==> config.mk <==
export PLATFORM = sky130hd
export DESIGN_NAME = tc_token_channel
export DESIGN_NICKNAME = d
export VERILOG_FILES = /design/src/rtl/tc_pkg.sv /design/src/rtl/tc_sema.sv /design/src/rtl/tc_side.sv /design/src/rtl/tc_ring.sv /design/src/rtl/tc_notify.sv /design/src/rtl/tc_token_channel.sv
export SDC_FILE = /design/constraint.sdc
export NUM_CORES = 1
export LEC_CHECK = 0
export BUFFER_PORTS_ARGS = -buffer_cell sky130_fd_sc_hd__buf_2
export CORE_MARGIN = 4
export CORE_UTILIZATION = 51
export DETAILED_ROUTE_END_ITERATION = 12
export GPL_ROUTABILITY_DRIVEN = 0
export PLACE_DENSITY = 0.78
export SYNTH_ARGS = -nofsm -noshare
export SYNTH_HDL_FRONTEND = slang
export SYNTH_HIERARCHICAL = 1
export SYNTH_SLANG_ARGS = --single-unit
==> constraint.sdc <==
create_clock -name clk -period 2.6 [get_ports clk]
set_clock_uncertainty 0.2 [all_clocks]
set_input_delay 0.26 -clock clk [delete_from_list [all_inputs] [get_ports clk]]
set_output_delay 0.26 -clock clk [all_outputs]
set_load 0.01 [all_outputs]
==> src/rtl/tc_pkg.sv <==
package tc_pkg;

  typedef enum logic [1:0] {
    SIDE_IDLE = 2'd0,
    SIDE_HELD = 2'd1,
    SIDE_DONE = 2'd2
  } side_st_e;

  function automatic int idx_bits(input int n);
    return (n > 1) ? $clog2(n) : 1;
  endfunction

  function automatic int cnt_bits(input int n);
    return $clog2(n + 1);
  endfunction

endpackage

==> src/rtl/tc_sema.sv <==
module tc_sema #(
  parameter int CNT_W = 2,
  parameter int INIT  = 0
) (
  input  logic             clk,
  input  logic             rst_n,
  input  logic             take,
  input  logic             give,
  output logic [CNT_W-1:0] count,
  output logic             avail
);
  logic [CNT_W-1:0] cnt_q;

  always_ff @(posedge clk) begin
    if (!rst_n) cnt_q <= CNT_W'(INIT);
    else        cnt_q <= cnt_q - CNT_W'(take) + CNT_W'(give);
  end

  assign count = cnt_q;
  assign avail = (cnt_q != '0);
endmodule

==> src/rtl/tc_side.sv <==
module tc_side
  import tc_pkg::*;
(
  input  logic clk,
  input  logic rst_n,
  input  logic claim,
  input  logic avail,
  input  logic xfer_req,
  input  logic release_i,
  output logic take,
  output logic give,
  output logic xfer,
  output logic open_o,
  output logic held,
  output logic grant,
  output logic deny
);
  side_st_e st_q, st_d;
  logic     grant_q, deny_q;

  assign take   = claim && (st_q == SIDE_IDLE) && avail;
  assign give   = release_i && (st_q == SIDE_DONE);
  assign open_o = (st_q == SIDE_HELD);
  assign xfer   = xfer_req && open_o;
  assign held   = (st_q != SIDE_IDLE);

  always_comb begin
    st_d = st_q;
    unique case (st_q)
      SIDE_IDLE: if (take) st_d = SIDE_HELD;
      SIDE_HELD: if (xfer) st_d = SIDE_DONE;
      SIDE_DONE: if (give) st_d = SIDE_IDLE;
      default:   st_d = SIDE_IDLE;
    endcase
  end

  always_ff @(posedge clk) begin
    if (!rst_n) begin
      st_q    <= SIDE_IDLE;
      grant_q <= 1'b0;
      deny_q  <= 1'b0;
    end else begin
      st_q    <= st_d;
      grant_q <= take;
      deny_q  <= claim && !take;
    end
  end

  assign grant = grant_q;
  assign deny  = deny_q;
endmodule

==> src/rtl/tc_ring.sv <==
module tc_ring
  import tc_pkg::*;
#(
  parameter int W     = 16,
  parameter int DEPTH = 2
) (
  input  logic         clk,
  input  logic         rst_n,
  input  logic         wr_en,
  input  logic [W-1:0] wr_data,
  input  logic         wr_adv,
  input  logic         rd_adv,
  output logic [W-1:0] rd_data
);
  localparam int IDX_W = idx_bits(DEPTH);

  logic [W-1:0]     mem [DEPTH];
  logic [IDX_W-1:0] wr_idx, rd_idx;

  function automatic logic [IDX_W-1:0] step_idx(input logic [IDX_W-1:0] i);
    return (i == IDX_W'(DEPTH - 1)) ? '0 : i + 1'b1;
  endfunction

  always_ff @(posedge clk) begin
    if (!rst_n) begin
      wr_idx <= '0;
      rd_idx <= '0;
    end else begin
      if (wr_adv) wr_idx <= step_idx(wr_idx);
      if (rd_adv) rd_idx <= step_idx(rd_idx);
    end
  end

  always_ff @(posedge clk) begin
    if (wr_en) mem[wr_idx] <= wr_data;
  end

  assign rd_data = mem[rd_idx];
endmodule

==> src/rtl/tc_notify.sv <==
module tc_notify (
  input  logic clk,
  input  logic rst_n,
  input  logic fire,
  input  logic clr,
  output logic pulse,
  output logic flag
);
  logic pulse_q, flag_q;

  always_ff @(posedge clk) begin
    if (!rst_n) begin
      pulse_q <= 1'b0;
      flag_q  <= 1'b0;
    end else begin
      pulse_q <= fire;
      if (fire)     flag_q <= 1'b1;
      else if (clr) flag_q <= 1'b0;
    end
  end

  assign pulse = pulse_q;
  assign flag  = flag_q;
endmodule

==> src/rtl/tc_token_channel.sv <==
module tc_token_channel
  import tc_pkg::*;
#(
  parameter int TOKEN_W = 16,
  parameter int SLOTS   = 2,
  parameter int CNT_W   = cnt_bits(SLOTS)
) (
  input  logic               clk,
  input  logic               rst_n,
  input  logic               demand_mode,
  input  logic               snd_claim,
  output logic               snd_grant,
  output logic               snd_deny,
  input  logic               snd_valid,
  output logic               snd_ready,
  input  logic [TOKEN_W-1:0] snd_data,
  input  logic               snd_release,
  output logic               snd_irq,
  output logic               snd_irq_flag,
  input  logic               snd_irq_clr,
  input  logic               rcv_claim,
  output logic               rcv_grant,
  output logic               rcv_deny,
  output logic               rcv_valid,
  input  logic               rcv_ready,
  output logic [TOKEN_W-1:0] rcv_data,
  input  logic               rcv_release,
  output logic               rcv_irq,
  output logic               rcv_irq_flag,
  input  logic               rcv_irq_clr,
  output logic [CNT_W-1:0]   free_cnt,
  output logic [CNT_W-1:0]   full_cnt
);
  logic s_take, s_give, s_xfer, s_open, s_held;
  logic r_take, r_give, r_xfer, r_open, r_held;
  logic free_av, full_av;
  logic req_pend, req_cond, snd_fire;

  // free-slot semaphore: sender takes, receiver gives back
  tc_sema #(.CNT_W(CNT_W), .INIT(SLOTS)) u_free (
    .clk(clk), .rst_n(rst_n), .take(s_take), .give(r_give),
    .count(free_cnt), .avail(free_av));

  // filled-slot semaphore: receiver takes, sender gives
  tc_sema #(.CNT_W(CNT_W), .INIT(0)) u_full (
    .clk(clk), .rst_n(rst_n), .take(r_take), .give(s_give),
    .count(full_cnt), .avail(full_av));

  tc_side u_snd (
    .clk(clk), .rst_n(rst_n), .claim(snd_claim), .avail(free_av),
    .xfer_req(snd_valid), .release_i(snd_release),
    .take(s_take), .give(s_give), .xfer(s_xfer), .open_o(s_open),
    .held(s_held), .grant(snd_grant), .deny(snd_deny));

  tc_side u_rcv (
    .clk(clk), .rst_n(rst_n), .claim(rcv_claim), .avail(full_av),
    .xfer_req(rcv_ready), .release_i(rcv_release),
    .take(r_take), .give(r_give), .xfer(r_xfer), .open_o(r_open),
    .held(r_held), .grant(rcv_grant), .deny(rcv_deny));

  tc_ring #(.W(TOKEN_W), .DEPTH(SLOTS)) u_ring (
    .clk(clk), .rst_n(rst_n), .wr_en(s_xfer), .wr_data(snd_data),
    .wr_adv(s_give), .rd_adv(r_give), .rd_data(rcv_data));

  assign snd_ready = s_open;
  assign rcv_valid = r_open;

  // pull request: idle receiver finds nothing to read
  assign req_cond = demand_mode && rcv_claim && !r_held && !full_av;
  assign snd_fire = demand_mode ? (req_cond && !req_pend) : r_give;

  always_ff @(posedge clk) begin
    if (!rst_n)        req_pend <= 1'b0;
    else if (s_give)   req_pend <= 1'b0;
    else if (req_cond) req_pend <= 1'b1;
  end

  tc_notify u_snd_irq (
    .clk(clk), .rst_n(rst_n), .fire(snd_fire), .clr(snd_irq_clr),
    .pulse(snd_irq), .flag(snd_irq_flag));

  tc_notify u_rcv_irq (
    .clk(clk), .rst_n(rst_n), .fire(s_give), .clr(rcv_irq_clr),
    .pulse(rcv_irq), .flag(rcv_irq_flag));
endmodule

[Word-level counts from Yosys, hierarchy flattened]
Memory sizes are Yosys's and may differ from the RTL's. A register that Yosys moved wholly into a read port is not among the register bits.
Cells that the tools add are included.
Word-level totals
  latch bits: 0
  memories kept: 1
  bits in read-only memories: 0
  input port bits: 27
  memory bits (writable): 32
  output and inout port bits: 30
  bits in registers: 19
Cells by class
  bitwise gates (word level): 1
  shift operators: 0
  multiply operators: 0
  $lt $le $gt $ge: 0
  reductions and logical operators: 29
  eq/ne operators: 10
  multiplexer cells: 19
  div/mod/pow operators: 0
  add/subtract/negate cells: 6
Memory list
  u_ring.mem: depth 2, bits a word 16, rd ports 1, clocked after Yosys merged registers in 1, write ports 1, line tc_ring.sv:17  | logic [W-1:0] mem [DEPTH];
Operators with widths (count)
  $logic_and A1 B1 Y1: 14
  $mux W2: 6
  $ne A2 B2 Y1 const B: 6
  $pmux W2 S3: 2
  $mux W1: 11
  $reduce_bool A2 Y1: 5
  $reduce_and A3 Y1: 2
  $logic_not A1 Y1: 5
  $add A2 B1 Y2: 2
  $eq A2 B1 Y1 const B: 2
  $eq A2 B2 Y1 const B: 2
  $logic_not A2 Y1: 2
  $sub A2 B1 Y2: 2
  $add A1 B1 Y1 const B: 2
  $reduce_or A2 Y1: 1
  $not A1 Y1: 1

[Longest topological paths before layout]
  depth in word-level cells: 7
  depth in mapped cells: 7

[Modules after synthesis]
The synthesis kept the hierarchy.
Modules (own cells, without submodules)
  tc_ring: area an instance 1318.8 sq um, instances 1, cells an instance 60, seq. area each 1021.0 sq um
  tc_side: area an instance 186.4 sq um, instances 2, cells an instance 19, seq. area each 80.1 sq um
  tc_notify: area an instance 67.6 sq um, instances 2, cells an instance 5, seq. area each 40.0 sq um
  tc_sema at u_full: area an instance 116.4 sq um, instances 1, cells an instance 10, seq. area each 40.0 sq um
  tc_sema at u_free: area an instance 111.4 sq um, instances 1, cells an instance 10, seq. area each 40.0 sq um
  tc_token_channel: area an instance 56.3 sq um, instances 1, cells an instance 7, seq. area each 20.0 sq um

[Worst setup path before layout]
OpenSTA, ideal clock, no wires.
  kind: reg-to-reg
  start point: register u_snd.st_q[0]
  end point: memory u_ring.mem[0][0], enable pin
  period minus slack after synthesis: 1.917 ns
  data required time: 2.010 ns
  path slack: 0.683 ns
  buffers on the path: 0
  stages on the path, launching flop included: 3
  setup time: 0.390 ns
  arrival time: 1.327 ns
  cells stage by stage: dfxtp_1 > and3b_1 > nor2b_1
On the way
  longest elaborated chain between the ends: 4
Ends and longest elaborated chain
  start, declared: line tc_side.sv:18  | side_st_e st_q, st_d;
  start signal, assigned: line tc_side.sv:43  | st_q <= st_d;
  $eq A2 B1 Y1: line tc_side.sv:23  | assign open_o = (st_q == SIDE_HELD);
  $logic_and A1 B1 Y1: line tc_side.sv:24  | assign xfer = xfer_req && open_o;
  via s_xfer: line tc_token_channel.sv:34  | logic s_take, s_give, s_xfer, s_open, s_held;
  $mux W1: line tc_ring.sv:35  | if (wr_en) mem[wr_idx] <= wr_data;
  $mux W1 (not written as such): line tc_ring.sv:35
  end, declared: line tc_ring.sv:17
The timed path passes the listed nets, and every way through them passes these cells.

[Worst setup path after layout]
  start point: register u_full.cnt_q[0] (netlist: u_full/count[0])
  end point: register u_full.cnt_q[1] (netlist: u_full/count[1])
On the way
  longest elaborated chain between the ends: 4
Ends and longest elaborated chain
  start, declared: line tc_sema.sv:12  | logic [CNT_W-1:0] cnt_q;
  start signal, assigned: line tc_sema.sv:15  | if (!rst_n) cnt_q <= CNT_W'(INIT);
  start signal, assigned: line tc_sema.sv:16  | else cnt_q <= cnt_q - CNT_W'(take) + CNT_W'(give);
  $reduce_bool A2 Y1: line tc_sema.sv:20  | assign avail = (cnt_q != '0);
  via full_av: line tc_token_channel.sv:36  | logic free_av, full_av;
  $logic_and A1 B1 Y1: line tc_side.sv:21  | assign take = claim && (st_q == SIDE_IDLE) && avail;
  via r_take: line tc_token_channel.sv:35  | logic r_take, r_give, r_xfer, r_open, r_held;
  $sub A2 B1 Y2: line tc_sema.sv:16
  $add A2 B1 Y2: line tc_sema.sv:16
The timed path passes the listed nets, and every way through them passes these cells.
A chain may end at the register's enable or synchronous reset.

==> run metrics <==
outcome=complete, no violations; slowest cell delay on critical path=0.34 ns; mean post-synth cell area=15.7 sq um; P&R area growth vs syn=27.7%; initial antenna violation count=0; setup bufs post-CTS=0; Overflow after GRT=0; nets=245; number of global-route vias before repair=1300; Max Fclk=0.523 GHz; worst-skew pair later-pin latency=0.29 ns; Total GRT Usage=0.139; H-tree levels=2; fin cells=265; Worst setup EP type=flop; crit path launch=u_full/count[0]$_SDFF_PN0_; Die Wd=72.3 um; CP Capture Point=u_full/count[1]$_SDFF_PN0_; Worst EP arrival=1.95 ns; post-DR wirelength/cell=13.4 um; die area=5220 sq um; via count=1279; total of max-cap violations=0; FF+latch area=1360 sq um; IO Pins=57; Hold Fails Final Rpt=0; Syn Std Cell Area=2110 sq um; First-pass DRT Iterations=4; Setup Total Neg Slack=0 ns; drt via density=4.83; cell area power density=678 nW/um^2; fin crit share=0.735; Critical Path, Cell by Cell=or2_2 > and3_1 > ha_1 > inv_1 > ha_1 > xnor3_1 > nor2b_2; first-pass GRT wire length=5.53 mm; VDD IR max=401 uV; max_slew headroom=0.533; initial core utilization=0.527; core area=4000 sq um; largest net degree at the start of global routing=21; Leak Pwr=1.16 nW; number of port buffers=56; clock sinks=52; Syn Nets=165; R2R cell count=7; clock period minus worst slack=1.91 ns; dpl cells=240; Syn Inst Count=134; 1st-iter DRT viols=84; Fill cells=320; CTS clock-pin slew for the worst setup and hold paths=0.09 ns; DRC=0; RR Startpoint=u_full/count[0]$_SDFF_PN0_; Worst-Margin Slew=0.701 ns; CTS Root Cell=clkbuf_8; Syn. warnings=6; dpl hpwl=2.51 mm; share of cells above drive strength 1=0.437; reg-to-reg endpoint=u_full/count[1]$_SDFF_PN0_; RSZ-0062 raised after global routing=no; Crit Path Class=flop to flop; setup violators final=0; Routed WL=3.54 mm; fin. max-slew vios=0; antenna cells=0; CTS tree=yes; CP max stage cell=or2_2; FP Rows=23; CP Launch Type=flop; r2r setup slk=0.69 ns; antenna viol nets, final=0; die boundary height=72.3 um; hold crit path type=primary input to flop; cell mode on critical path=ha_1; worst-path maximum fanout=5; TritonCTS buffer count=5; Required @ worst endpoint=2.64 ns; clock tree buffer depth=2; multi-input logic area=688 sq um; Power, Total=0.00183 W
==> where the power goes <==
| part | internal [W] | total (W) | leakage, nW | switching, W |
|---|---|---|---|---|
| logic | 0.000230 | 0.000411 | 0.670 | 0.000181 |
| registers | 0.000947 | 0.000985 | 0.453 | 0.0000388 |
| clock network | 0.000186 | 0.000429 | 0.0378 | 0.000243 |
| total | 0.00136 | 0.00183 | 1.16 | 0.000463 |
==> state kept, by name (all words and copies together), names as in the netlist, named ones only <==
signal           cells
req_pend             1
u_free/count         2
u_full/count         2
u_rcv/deny           1
u_rcv/grant          1
u_rcv/st_q           2
u_rcv_irq/flag       1
u_rcv_irq/pulse      1
u_ring/mem          32
u_ring/rd_idx        1
u_ring/wr_idx        1
u_snd/deny           1
u_snd/grant          1
u_snd/st_q           2
u_snd_irq/flag       1
u_snd_irq/pulse      1
==> worst min path at each step <==
stage | depth (start not counted) | startpoint | end | slack (ns)
2_1_floorplan | 1 | rst_n | u_free/count[1]$_SDFF_PN1_ | 0.12
3_3_place_gp | 2 | req_pend$_SDFFE_PP0P_ | req_pend$_SDFFE_PP0P_ | 0.23
3_5_place_dp | 2 | req_pend$_SDFFE_PP0P_ | req_pend$_SDFFE_PP0P_ | 0.24
4_1_cts | 3 | rcv_ready | u_rcv/st_q[0]$_SDFFE_PN0P_ | 0.02
5_1_grt | 3 | snd_valid | u_snd/st_q[0]$_SDFFE_PN0P_ | 0.04
6_report | 3 | rcv_ready | u_rcv/st_q[0]$_SDFFE_PN0P_ | 0.03
==> per-layer routing <==
metal  track usage  part of all wire  up-vias
met2         0.264              0.55       37
met3        0.0429             0.062        0
met4        0.0313                 0        0
met5             0                 0        -
li1              -                 -      636
met1         0.151              0.38      606
==> critical path, delay by kind of cell, from the launching register on <==
| family | cells | cell delay, ns |
|---|---|---|
| adders and majority gates | 2 | 0.42 |
| buffers and inverters | 1 | 0.06 |
| DFF | 1 | 0.33 |
| and+or+nand+nor | 3 | 0.62 |
| xor gates and xnor gates | 1 | 0.22 |
==> layout make-up <==
class                   count  share of cell area
flip-flops and latches     52               0.506
repair buffers             75               0.173
well taps                  50              0.0232
clock buffers               5              0.0256
clock inverters             3             0.00697
multi-input cells          73               0.256
inverters                   7             0.00976
==> through the flow <==
stage	util	hold WS, ns	area [sq um]	setup WS, ns
final	0.673	0.0296	2690	0.688
after global routing	0.673	0.0360	2690	0.594
after CTS	0.673	0.0162	2690	0.670
after detailed placement	0.608	0.240	2430	0.691
after global placement	0.608	0.234	2430	0.775
after floorplan	-	0.122	2110	0.683
==> layout by cell type (no fill, tap or decap), drive strengths merged, types with 3 or more instances in the layout <==
cell         instances
and2                 8
buf                 58
o21a                 4
or2b                 4
nand2                3
edfxtp              32
dlygate4sd3         17
dfxtp               20
and3b                4
nor2b                4
inv                  7
mux2                16
clkbuf               5
ha                   4
a21oi                5
==> repair_timing <==
item                      CTS  global route
hold endpoints to repair   33             0
hold buffers               17             0
gates resized for setup     0             0
(Power assumes the default switching activity.)
